## src/rtl/sd_irq_pkg.sv

```systemverilog
package sd_irq_pkg;
  // status bit positions (visible to software)
  localparam int BIT_CMD   = 0;
  localparam int BIT_XFER  = 1;
  localparam int BIT_GAP   = 2;
  localparam int BIT_DMA   = 3;
  localparam int BIT_WRRDY = 4;
  localparam int BIT_RDRDY = 5;
  localparam int BIT_INS   = 6;
  localparam int BIT_REM   = 7;
  localparam int BIT_CARD  = 8;
  localparam int N_STAT    = 9;

  // level inputs that need edge detection
  localparam int LV_CARD = 0;
  localparam int LV_RD   = 1;
  localparam int LV_WR   = 2;
  localparam int LV_DAT  = 3;
  localparam int N_LVL   = 4;

  // register addresses
  localparam int ADR_STAT  = 0;
  localparam int ADR_STEN  = 1;
  localparam int ADR_SIGEN = 2;
endpackage

```

## src/rtl/sd_irq_edge.sv

```systemverilog
module sd_irq_edge #(
  parameter int W = 4
) (
  input  logic         clk,
  input  logic         rst,
  input  logic [W-1:0] lvl,
  output logic [W-1:0] prev
);
  for (genvar g = 0; g < W; g++) begin : g_hold
    always_ff @(posedge clk) begin
      if (rst) prev[g] <= 1'b0;
      else     prev[g] <= lvl[g];
    end
  end
endmodule

```

## src/rtl/sd_irq_events.sv

```systemverilog
module sd_irq_events
  import sd_irq_pkg::*;
(
  input  logic              clk,
  input  logic              rst,
  input  logic [N_LVL-1:0]  lvl,
  input  logic [N_LVL-1:0]  prev,
  input  logic              xfer_is_read,
  input  logic              stop_gap_req,
  input  logic              dma_boundary,
  input  logic              xfer_done,
  input  logic              cmd_done,
  input  logic              card_irq_in,
  output logic [N_STAT-1:0] set_vec
);
  logic [N_LVL-1:0] rise;
  logic [N_LVL-1:0] fall;
  logic             wgap_q;
  logic             done_q;

  assign rise = lvl & ~prev;
  assign fall = ~lvl & prev;

  always_ff @(posedge clk) begin
    if (rst) begin
      wgap_q <= 1'b0;
      done_q <= 1'b0;
    end else begin
      wgap_q <= fall[LV_DAT] & ~xfer_is_read;
      done_q <= xfer_done | (done_q & ~rise[LV_DAT]);
    end
  end

  always_comb begin
    set_vec             = '0;
    set_vec[BIT_CMD]    = cmd_done;
    set_vec[BIT_XFER]   = xfer_done;
    set_vec[BIT_GAP]    = stop_gap_req &
                          ((fall[LV_DAT] & xfer_is_read) | wgap_q);
    set_vec[BIT_DMA]    = dma_boundary & ~done_q & ~xfer_done;
    set_vec[BIT_WRRDY]  = rise[LV_WR];
    set_vec[BIT_RDRDY]  = rise[LV_RD];
    set_vec[BIT_INS]    = rise[LV_CARD];
    set_vec[BIT_REM]    = fall[LV_CARD];
    set_vec[BIT_CARD]   = card_irq_in;
  end

  logic unused_edges;
  assign unused_edges = fall[LV_RD] ^ fall[LV_WR];
endmodule

```

## src/rtl/sd_irq_regs.sv

```systemverilog
module sd_irq_regs
  import sd_irq_pkg::*;
#(
  parameter int DATA_W = 16,
  parameter int ADDR_W = 2
) (
  input  logic              clk,
  input  logic              rst,
  input  logic [N_STAT-1:0] set_vec,
  input  logic              reg_we,
  input  logic [ADDR_W-1:0] reg_addr,
  input  logic [DATA_W-1:0] reg_wdata,
  output logic [DATA_W-1:0] reg_rdata,
  output logic              irq_out,
  output logic [N_STAT-1:0] stat_q,
  output logic [N_STAT-1:0] sten_q,
  output logic [N_STAT-1:0] sigen_q
);
  localparam logic [ADDR_W-1:0] A_STAT  = ADDR_W'(ADR_STAT);
  localparam logic [ADDR_W-1:0] A_STEN  = ADDR_W'(ADR_STEN);
  localparam logic [ADDR_W-1:0] A_SIGEN = ADDR_W'(ADR_SIGEN);

  logic [N_STAT-1:0] wfield;
  logic [N_STAT-1:0] sten_nxt;
  logic [N_STAT-1:0] clr;

  assign wfield = reg_wdata[N_STAT-1:0];

  always_comb begin
    sten_nxt = sten_q;
    if (reg_we && reg_addr == A_STEN) sten_nxt = wfield;
    clr = '0;
    if (reg_we && reg_addr == A_STAT) clr = wfield;
  end

  always_ff @(posedge clk) begin
    if (rst) begin
      sten_q  <= '0;
      sigen_q <= '0;
    end else begin
      sten_q <= sten_nxt;
      if (reg_we && reg_addr == A_SIGEN) sigen_q <= wfield;
    end
  end

  for (genvar g = 0; g < N_STAT; g++) begin : g_bit
    if (g == BIT_CARD) begin : g_level
      always_ff @(posedge clk) begin
        if (rst) stat_q[g] <= 1'b0;
        else     stat_q[g] <= sten_nxt[g] & set_vec[g];
      end
    end else begin : g_sticky
      always_ff @(posedge clk) begin
        if (rst) stat_q[g] <= 1'b0;
        else     stat_q[g] <= sten_nxt[g] & (set_vec[g] | (stat_q[g] & ~clr[g]));
      end
    end
  end

  always_ff @(posedge clk) begin
    if (rst) begin
      reg_rdata <= '0;
      irq_out   <= 1'b0;
    end else begin
      irq_out <= |(stat_q & sigen_q);
      case (reg_addr)
        A_STAT:  reg_rdata <= DATA_W'(stat_q);
        A_STEN:  reg_rdata <= DATA_W'(sten_q);
        A_SIGEN: reg_rdata <= DATA_W'(sigen_q);
        default: reg_rdata <= '0;
      endcase
    end
  end

  logic unused_bits;
  assign unused_bits = (^reg_wdata[DATA_W-1:N_STAT]) ^ clr[BIT_CARD];
endmodule

```

## src/rtl/sd_irq_status.sv

```systemverilog
module sd_irq_status
  import sd_irq_pkg::*;
#(
  parameter int DATA_W = 16,
  parameter int ADDR_W = 2
) (
  input  logic              clk,
  input  logic              rst,
  input  logic              card_present,
  input  logic              buf_rd_en,
  input  logic              buf_wr_en,
  input  logic              dat_active,
  input  logic              xfer_is_read,
  input  logic              stop_gap_req,
  input  logic              dma_boundary,
  input  logic              xfer_done,
  input  logic              cmd_done,
  input  logic              card_irq_in,
  input  logic              reg_we,
  input  logic [ADDR_W-1:0] reg_addr,
  input  logic [DATA_W-1:0] reg_wdata,
  output logic [DATA_W-1:0] reg_rdata,
  output logic              irq_out
);
  logic [N_LVL-1:0]  lvl;
  logic [N_LVL-1:0]  prev;
  logic [N_STAT-1:0] set_vec;
  logic [N_STAT-1:0] stat_q;
  logic [N_STAT-1:0] sten_q;
  logic [N_STAT-1:0] sigen_q;

  always_comb begin
    lvl         = '0;
    lvl[LV_CARD] = card_present;
    lvl[LV_RD]   = buf_rd_en;
    lvl[LV_WR]   = buf_wr_en;
    lvl[LV_DAT]  = dat_active;
  end

  sd_irq_edge #(.W(N_LVL)) u_edge (
    .clk  (clk),
    .rst  (rst),
    .lvl  (lvl),
    .prev (prev)
  );

  sd_irq_events u_events (
    .clk          (clk),
    .rst          (rst),
    .lvl          (lvl),
    .prev         (prev),
    .xfer_is_read (xfer_is_read),
    .stop_gap_req (stop_gap_req),
    .dma_boundary (dma_boundary),
    .xfer_done    (xfer_done),
    .cmd_done     (cmd_done),
    .card_irq_in  (card_irq_in),
    .set_vec      (set_vec)
  );

  sd_irq_regs #(.DATA_W(DATA_W), .ADDR_W(ADDR_W)) u_regs (
    .clk       (clk),
    .rst       (rst),
    .set_vec   (set_vec),
    .reg_we    (reg_we),
    .reg_addr  (reg_addr),
    .reg_wdata (reg_wdata),
    .reg_rdata (reg_rdata),
    .irq_out   (irq_out),
    .stat_q    (stat_q),
    .sten_q    (sten_q),
    .sigen_q   (sigen_q)
  );
endmodule

```

## config.mk

```make
export PLATFORM = sky130hd
export DESIGN_NAME = sd_irq_status
export DESIGN_NICKNAME = d
export VERILOG_FILES = /design/src/rtl/sd_irq_pkg.sv /design/src/rtl/sd_irq_edge.sv /design/src/rtl/sd_irq_events.sv /design/src/rtl/sd_irq_regs.sv /design/src/rtl/sd_irq_status.sv
export SDC_FILE = /design/constraint.sdc
export NUM_CORES = 1
export LEC_CHECK = 0
export BUFFER_PORTS_ARGS = -buffer_cell sky130_fd_sc_hd__buf_2
export CORE_UTILIZATION = 45
export DETAILED_ROUTE_END_ITERATION = 8
export GPL_ROUTABILITY_DRIVEN = 0
export PLACE_DENSITY = 0.69
export SLEW_MARGIN = 20
export SYNTH_ARGS = -nofsm -noshare
export SYNTH_HDL_FRONTEND = slang
export SYNTH_SLANG_ARGS = --single-unit
```

## constraint.sdc

```tcl
create_clock -name clk -period 1.22 [get_ports clk]
set_clock_uncertainty 0.05 [all_clocks]
set_input_delay 0.244 -clock clk [delete_from_list [all_inputs] [get_ports clk]]
set_output_delay 0.244 -clock clk [all_outputs]
set_load 0.1 [all_outputs]
```

Word-level counts from Yosys, hierarchy flattened
Index checks and enable logic that the tools add are counted.
{"block": "word_totals", "reg_bits": 50}
{"block": "classes", "eq_ne": 2, "reduce_logical": 5, "bitwise": 50, "n_mux": 3}
{"cell": "one-hot mux 9 bit (3 select lines)", "n": 1}
{"cell": "bitwise AND 1 bit", "n": 23}
{"cell": "NOT 1 bit", "n": 12}
{"cell": "bitwise OR 1 bit", "n": 10}
{"cell": "bitwise AND 9 bit", "n": 1}
{"cell": "2-to-1 mux 9 bit", "n": 1}
{"cell": "OR reduction 9 bit", "n": 1}
{"cell": "bitwise AND 4 bit", "n": 2}
{"cell": "2-to-1 mux 8 bit", "n": 1}
{"cell": "NOT 4 bit", "n": 2}
{"cell": "logical AND 1 bit", "n": 3}
{"cell": "== test 2 x 1 -> 1 bit (second input constant)", "n": 1}
{"cell": "== test 2 bit (second input constant)", "n": 1}
{"cell": "logical NOT 2 bit", "n": 1}

Depth between registers and ports, before layout
Gate-level depths: netlist of the first run.
{"block": "depth", "word_depth": 7, "ltp_mapped": 5, "depth_no_buf": 3}

Cells and area by module
From an unflattened synthesis of the first run, not the netlist that was laid out.
{"block": "hier_totals", "hier_cells": 187, "hier_area_um2": 1843.0}
{"mod": "sd_irq_regs", "n_inst": 1, "area_each_um2": 1577.8, "cells_each": 161}
{"mod": "sd_irq_events", "n_inst": 1, "area_each_um2": 160.2, "cells_each": 18}
{"mod": "sd_irq_edge", "n_inst": 1, "area_each_um2": 105.1, "cells_each": 8}

Worst setup path before layout of the first run
Ideal clock, no wire load.
{"block": "synth_timing", "path_type": "register to output", "start": "reg u_regs.irq_out", "end": "out irq_out", "setup_slack_ns": 0.017, "path_stages_with_launch": 1, "t_arrival_ns": 0.909, "path_cell_list": "dfxtp_1"}
{"item": "start: declaration", "line": "sd_irq_regs.sv:14", "rtl": "output logic irq_out,"}
{"item": "start signal: assignment", "line": "sd_irq_regs.sv:65", "rtl": "irq_out <= |(stat_q & sigen_q);"}
{"item": "end: declaration", "line": "sd_irq_status.sv:23", "rtl": "output logic irq_out"}
No word-level cell between the ends.

Worst setup path after layout of the first run
{"block": "layout_timing", "start": "reg u_regs.reg_rdata[7]", "end": "out reg_rdata[7]"}
{"item": "start: declaration", "line": "sd_irq_regs.sv:13", "rtl": "output logic [DATA_W-1:0] reg_rdata,"}
{"item": "start signal: assignment", "line": "sd_irq_regs.sv:67", "rtl": "A_STAT: reg_rdata <= DATA_W'(stat_q);"}
{"item": "start signal: assignment", "line": "sd_irq_regs.sv:68", "rtl": "A_STEN: reg_rdata <= DATA_W'(sten_q);"}
{"item": "start signal: assignment", "line": "sd_irq_regs.sv:69", "rtl": "A_SIGEN: reg_rdata <= DATA_W'(sigen_q);"}
{"item": "end: declaration", "line": "sd_irq_status.sv:22", "rtl": "output logic [DATA_W-1:0] reg_rdata,"}
No word-level cell between the ends.

==> impl_metrics.py, run 1 <==
metrics = {
    "run_status": {
        "outcome": "completed",
    },
    "power_and_ir_drop": {
        "vdd_drop_max_mv": 0.5385,
        "power.density_mw_per_mm2": 1227,
        "p_sw_mw": 0.7174,
        "switching_share_pct": 26.16,
        "p_leak_nw": 1.055,
        "power_frac_comb_pct": 14.2,
        "p_clk_share_pct": 32.4,
        "p_seq_share_pct": 53.4,
        "total_power_mw": 2.742,
        "intPower_mw": 2.025,
    },
    "synthesis": {
        "avgSynthCellArea_sq_um": 9.876,
        "synth.distinct_cells": 30,
        "async_flop_share_pct": 0,
        "synthCells": 178,
        "ys_seq_area_share_pct": 48.97,
        "synth_top_area_share_pct": 48.97,
        "ys_ff_latch": 43,
        "synth_area_leaders": "dfxtp_1 49%, mux2i_1 15%, nor2_1 6.0%, a2bb2oi_1 4.5%, a211oi_1 3.4%",
        "synth_edf_count": 0,
        "syn_area_sq_mm": 0.001758,
        "yosys.area.top_type": "dfxtp_1",
        "yosysWarnings": 0,
        "synthFlopType": "dfxtp_1",
    },
    "worst_hold_path": {
        "hold_path_end": "u_events.wgap_q$_SDFF_PP0_",
        "hp-start": "xfer_is_read",
        "min_path_type": "input pin to register",
        "holdPathStages": 2,
    },
    "drt": {
        "dr.pass1.iters": 4,
        "drc": 0,
        "wl_per_cell_microns": 12.10,
        "drt-vias-per-instance": 4.963,
        "wl_microns": 3242,
        "vias": 1330,
        "first_iter_violations": 76,
        "drtAntennaViolNets": 0,
    },
    "floorplan": {
        "dieArea_sq_mm": 0.004160,
        "rows": 22,
        "start_util_pct": 47.31,
        "die_h_microns": 64.50,
        "io_pins": 48,
        "die_x_microns": 64.50,
        "coreArea_sq_mm": 0.003716,
    },
    "layout": {
        "post-route-util_pct": 60.13,
        "nets": 251,
        "area_growth_pct": 27.12,
        "antenna_cells": 0,
        "multi_input_area_sq_um": 752.0,
        "drive_gt1_share_pct": 25.45,
        "instances_no_fill": 268,
        "fill_cells": 340,
        "seq_area_sq_um": 860.8,
    },
    "setup_path": {
        "cp-end-kind": "primary output",
        "crit_chain": "buf_12",
        "start_kind": "register",
        "crit_slowest_cell": "dfxtp_1",
        "required_ps": 930,
        "slowest_delay_ps": 380,
        "path_class": "register to primary output",
        "reg2reg_depth": 3,
        "critPathTopFamily": "flip-flops",
        "cp_max_fo": 1,
        "arrival_ps": 860,
        "worst_r2r_endpoint": "u_regs.irq_out$_SDFF_PP0_",
        "reg2reg_from": "u_regs.stat_q[1]$_SDFF_PP0_",
        "critical_path_buf_inv_count": 1,
        "r2r_slack_ps": 100,
    },
    "timing": {
        "finalSetupViolations": 0,
        "post-route-period-util_pct": 94.21,
        "tns_ps": 0,
        "finalWorstSetupSlack_ps": 70.66,
        "fmax_mhz": 870.1,
        "hold_viol_final": 0,
        "rsz0062_at_grt": "false",
        "period_needed_ps": 1149,
        "finalMaxSlewViolations": 0,
    },
    "clock_tree": {
        "cts.sink_count": 43,
        "cts_hold_buf": 0,
        "cts_inserted_buffers": 5,
        "post_cts_buffers": 0,
        "root_buffer": "clkbuf_8",
        "cts_tree": "done",
        "cts_resized": 0,
        "clock_latency_ps": 290,
        "cts-htree-levels": 2,
        "clkSlewWorstSetupHoldPaths_ps": 70,
        "clockBufferDepth": 2,
    },
    "grt": {
        "grt_pass1_wl_microns": 5671,
        "grt_max_degree": 44,
        "grt-ovfl-total": 0,
        "grt_pass1_vias": 1295,
        "track_usage_pct": 18.11,
        "grt_antenna_before_repair": 0,
    },
    "placement": {
        "dp_cells": 261,
        "pre_cts_slack_ps": -124.7,
        "numPortBuffers": 33,
        "place_hpwl_microns": 2330,
    },
    "flow_run": {
        "max_cap_viol_count": 0,
    },
}
==> cells in the final DEF, fill, tap and decap left out, drive strengths merged, types with 3 or more instances in the layout <==
cell,netlist,layout
nand2b,4,4
o21ai,10,10
clkbuf,5,6
a2bb2oi,9,9
nor2b,3,3
dfxtp,43,43
buf,13,47
nor2,28,28
a211oi,8,8
mux2i,26,26
inv,11,11
conb,1,7
==> registers in the layout, summed over array words and instances, names as in the netlist <==
signal / cells
u_regs.sigen_q: 9
u_regs.reg_rdata: 9
u_regs.sten_q: 9
u_regs.stat_q: 9
u_events.done_q: 1
u_events.wgap_q: 1
u_edge.prev: 4
u_regs.irq_out: 1
==> Yosys cell counts, drive strengths merged (2+ instances only) <==
cell / number
nor2b: 3
a2bb2oi: 9
inv: 11
a211oi: 8
clkbuf: 5
nand2b: 4
nand2: 2
nor2: 28
o21ai: 10
buf: 13
nand3b: 2
mux2i: 26
a21oi: 2
dfxtp: 43
==> power by group through the flow <==
stage / registers [mW] / clock network, mW / logic [mW]
2_1_floorplan: 1.52 / 0 / 0.259
3_3_place_gp: 1.50 / 0 / 0.386
3_5_place_dp: 1.50 / 0 / 0.388
4_1_cts: 1.46 / 0.912 / 0.389
5_1_grt: 1.47 / 0.986 / 0.417
6_report: 1.47 / 0.888 / 0.388
==> metal layers <==
layer | vias to the layer above | part of all wire [%] | global-route usage, %
li1 | 675 | - | -
met1 | 621 | 49 | 21.82
met2 | 29 | 44 | 29.08
met3 | 5 | 4.9 | 7.042
met4 | 0 | 1.4 | 6.667
met5 | - | 0 | 0
==> area by class of cell <==
type | count | area share (%)
Clock buffer | 6 | 3.695
Sequential cell | 43 | 38.52
Multi-Input combinational cell | 112 | 33.65
Inverter | 11 | 1.848
Tap cell | 48 | 2.688
Clock inverter | 1 | 0.2240
Timing Repair Buffer | 47 | 19.37
==> per-stage QoR <==
step	hold WS (ps)	cell area, sq um
after floorplan	270.7	1780
after global placement	374.7	2147
after detailed placement	376.2	2147
after CTS	62.23	2235
after global routing	74.98	2235
final	71.29	2235
==> worst max-delay path by stage <==
stage / start / end / slack [ps] / cells past startpoint
2_1_floorplan: u_regs.irq_out$_SDFF_PP0_ / irq_out / 20 / 0
3_3_place_gp: reg_addr[1] / u_regs.stat_q[1]$_SDFF_PP0_ / -90 / 6
3_5_place_dp: reg_addr[1] / u_regs.stat_q[1]$_SDFF_PP0_ / -120 / 6
4_1_cts: u_regs.reg_rdata[7]$_SDFF_PP0_ / reg_rdata[7] / 60 / 1
5_1_grt: u_regs.stat_q[1]$_SDFF_PP0_ / u_regs.irq_out$_SDFF_PP0_ / 20 / 3
6_report: u_regs.reg_rdata[7]$_SDFF_PP0_ / reg_rdata[7] / 70 / 1
==> logic make-up after synthesis <==
logic type | share of synthesized area, %
buffers and inverters | 9.537
other | 0.2133
AOI/OAI and AO/OA | 14.09
DFF | 48.97
muxes | 14.80
and+or+nand+nor | 12.38
No activity file was read; power rests on OpenSTA's default activity.
==> run 2: changes to the inputs <==
--- a/config.mk
+++ b/config.mk
@@ -6,10 +6,12 @@
 export NUM_CORES = 1
 export LEC_CHECK = 0
 export BUFFER_PORTS_ARGS = -buffer_cell sky130_fd_sc_hd__buf_2
-export CORE_UTILIZATION = 45
+export CORE_UTILIZATION = 53
+export CTS_BUF_LIST = sky130_fd_sc_hd__clkbuf_4 sky130_fd_sc_hd__clkbuf_8
 export DETAILED_ROUTE_END_ITERATION = 8
 export GPL_ROUTABILITY_DRIVEN = 0
-export PLACE_DENSITY = 0.69
+export PLACE_DENSITY = 0.8
+export SETUP_SLACK_MARGIN = 0.5
 export SLEW_MARGIN = 20
 export SYNTH_ARGS = -nofsm -noshare
 export SYNTH_HDL_FRONTEND = slang
==> run 2 against run 1 <==
Non-clock buffer count is 11 higher. Hold slack worse by 60 ps. Power is 2.8% lower. Sequential power hardly changed. Global-route usage is 12 points higher. Setup slack worse by 38 ps. Utilization is 25 points higher. First-iteration DRC count is 41% higher. Final cell count is 2.2% higher. Flip-flop and latch count stayed put. Clock power is 25% lower. Critical path type unchanged. Critical endpoint is now reg_rdata[3]. Largest power group unchanged.
==> impl_metrics.py, run 2 (synthesized netlist as in run 1, its figures left out) <==
metrics = {
    "timing": {
        "finalMaxSlewViolations": 0,
        "rsz0062_at_grt": "true",
        "finalWorstSetupSlack_ps": 33.04,
        "finalSetupViolations": 0,
        "hold_viol_final": 0,
        "fmax_mhz": 842.5,
        "period_needed_ps": 1187,
        "post-route-period-util_pct": 97.29,
    },
    "worst_hold_path": {
        "holdPathStages": 2,
        "hp-start": "xfer_is_read",
        "min_path_type": "input pin to register",
    },
    "setup_path": {
        "start_kind": "register",
        "arrival_ps": 890,
        "cp-startpoint": "u_regs.reg_rdata[3]$_SDFF_PP0_",
        "required_ps": 930,
        "path_class": "register to primary output",
        "cp-end-kind": "primary output",
        "reg2reg_from": "u_regs.stat_q[0]$_SDFF_PP0_",
        "cp_max_fo": 1,
        "crit_slowest_cell": "dfxtp_4",
        "critical_path_buf_inv_count": 1,
        "crit_chain": "buf_12",
        "slowest_delay_ps": 380,
        "path_depth": 1,
        "reg2reg_depth": 2,
        "critPathTopFamily": "flip-flops",
    },
    "layout": {
        "fill_cells": 155,
        "antenna_cells": 0,
        "final_cell_mix": "28 x nor2_1, 20 x buf_2, 18 x dfxtp_1",
        "instances_no_fill": 274,
        "drive_gt1_share_pct": 57.39,
        "fin_area_sq_mm": 0.002649,
        "area_growth_pct": 50.68,
        "layout_commonest_cell": "nor2_1",
        "nets": 262,
    },
    "clock_tree": {
        "cts_tree": "done",
        "clkSlewWorstSetupHoldPaths_ps": 120,
        "cts-htree-levels": 2,
        "clockBufferDepth": 2,
        "clock_latency_ps": 350,
        "cts_inserted_buffers": 5,
        "root_buffer": "clkbuf_4",
        "cts.sink_count": 43,
    },
    "grt": {
        "grt_pass1_vias": 1519,
        "grt-ovfl-total": 0,
        "grt_antenna_before_repair": 0,
        "grt_max_degree": 44,
        "grt_pass1_wl_microns": 7527,
        "track_usage_pct": 30.00,
    },
    "drt": {
        "first_iter_violations": 107,
        "drtAntennaViolNets": 0,
        "vias": 1608,
        "drt-vias-per-instance": 5.869,
        "drc": 0,
        "dr.pass1.iters": 4,
        "wl_microns": 5790,
        "wl_per_cell_microns": 21.13,
    },
    "flow_run": {
        "max_cap_viol_count": 0,
    },
    "power_and_ir_drop": {
        "power_frac_comb_pct": 20.0,
        "vdd_drop_max_mv": 0.9569,
        "intPower_mw": 1.867,
        "power.density_mw_per_mm2": 1006,
        "p_clk_share_pct": 25.0,
        "switching_share_pct": 29.95,
        "p_seq_share_pct": 55.0,
        "p_sw_mw": 0.7986,
        "p_leak_nw": 1.099,
    },
    "floorplan": {
        "die_x_microns": 59.59,
        "rows": 20,
        "start_util_pct": 56.65,
        "coreArea_sq_mm": 0.003103,
        "die_h_microns": 59.59,
        "dieArea_sq_mm": 0.003551,
        "io_pins": 48,
    },
    "placement": {
        "dp_cells": 256,
        "placed_cell_area_sq_mm": 0.002198,
        "place_hpwl_microns": 2729,
        "numPortBuffers": 33,
        "pre_cts_slack_ps": -203.5,
    },
    "run_status": {
        "outcome": "completed",
    },
}
run 2: layout make-up:
class	instances	area [sq um]	area share [%]
inverters	11	41.29	1.559
repair buffers	58	599.3	22.63
multi-input cells	112	991.0	37.41
well taps	44	55.05	2.078
clock buffers	6	45.04	1.701
flip-flops and latches	43	917.1	34.62
run 2: final timing paths:
| path | end | slack [ps] |
|---|---|---|
| max | reg_rdata[3] | 30 |
| min | u_events.wgap_q$_SDFF_PP0_ | 10 |
| max reg2reg | u_regs.irq_out$_SDFF_PP0_ | 80 |
| min reg2reg | u_regs.stat_q[5]$_SDFF_PP0_ | 440 |
run 2: power by group through the flow:
stage	combinational [mW]	sequential, mW	clock [mW]
final	0.533	1.47	0.667
after global routing	0.554	1.47	0.711
after CTS	0.467	1.46	0.650
after detailed placement	0.398	1.48	0
after global placement	0.387	1.48	0
after floorplan	0.280	1.51	0
run 2: metrics by stage:
| step | power, mW | hold slack (ps) | utilization, % | setup TNS [ps] |
|---|---|---|---|---|
| 2_1_floorplan | 1.788 | 265.4 | - | 0 |
| 3_3_place_gp | 1.866 | 376.9 | 70.85 | -891.9 |
| 3_5_place_dp | 1.881 | 383.9 | 70.85 | -1970 |
| 4_1_cts | 2.573 | 8.578 | 80.60 | 0 |
| 5_1_grt | 2.733 | 7.012 | 85.36 | 0 |
| 6_report | 2.666 | 11.19 | 85.36 | 0 |
run 2: metal layers:
metal	vias to the layer above	routed length [microns]	track usage [%]
li1	706	-	-
met1	768	2088	35.11
met2	101	2881	53.61
met3	33	506	7.205
met4	0	314	9.635
met5	-	0	0
run 2: repair_timing:
item,CTS,global route
buffers inserted,8,4
pin swaps,12,9
gates resized for setup,52,28
cloned,0,0
endpoints found under the setup margin,48,47
hold buffers,0,0
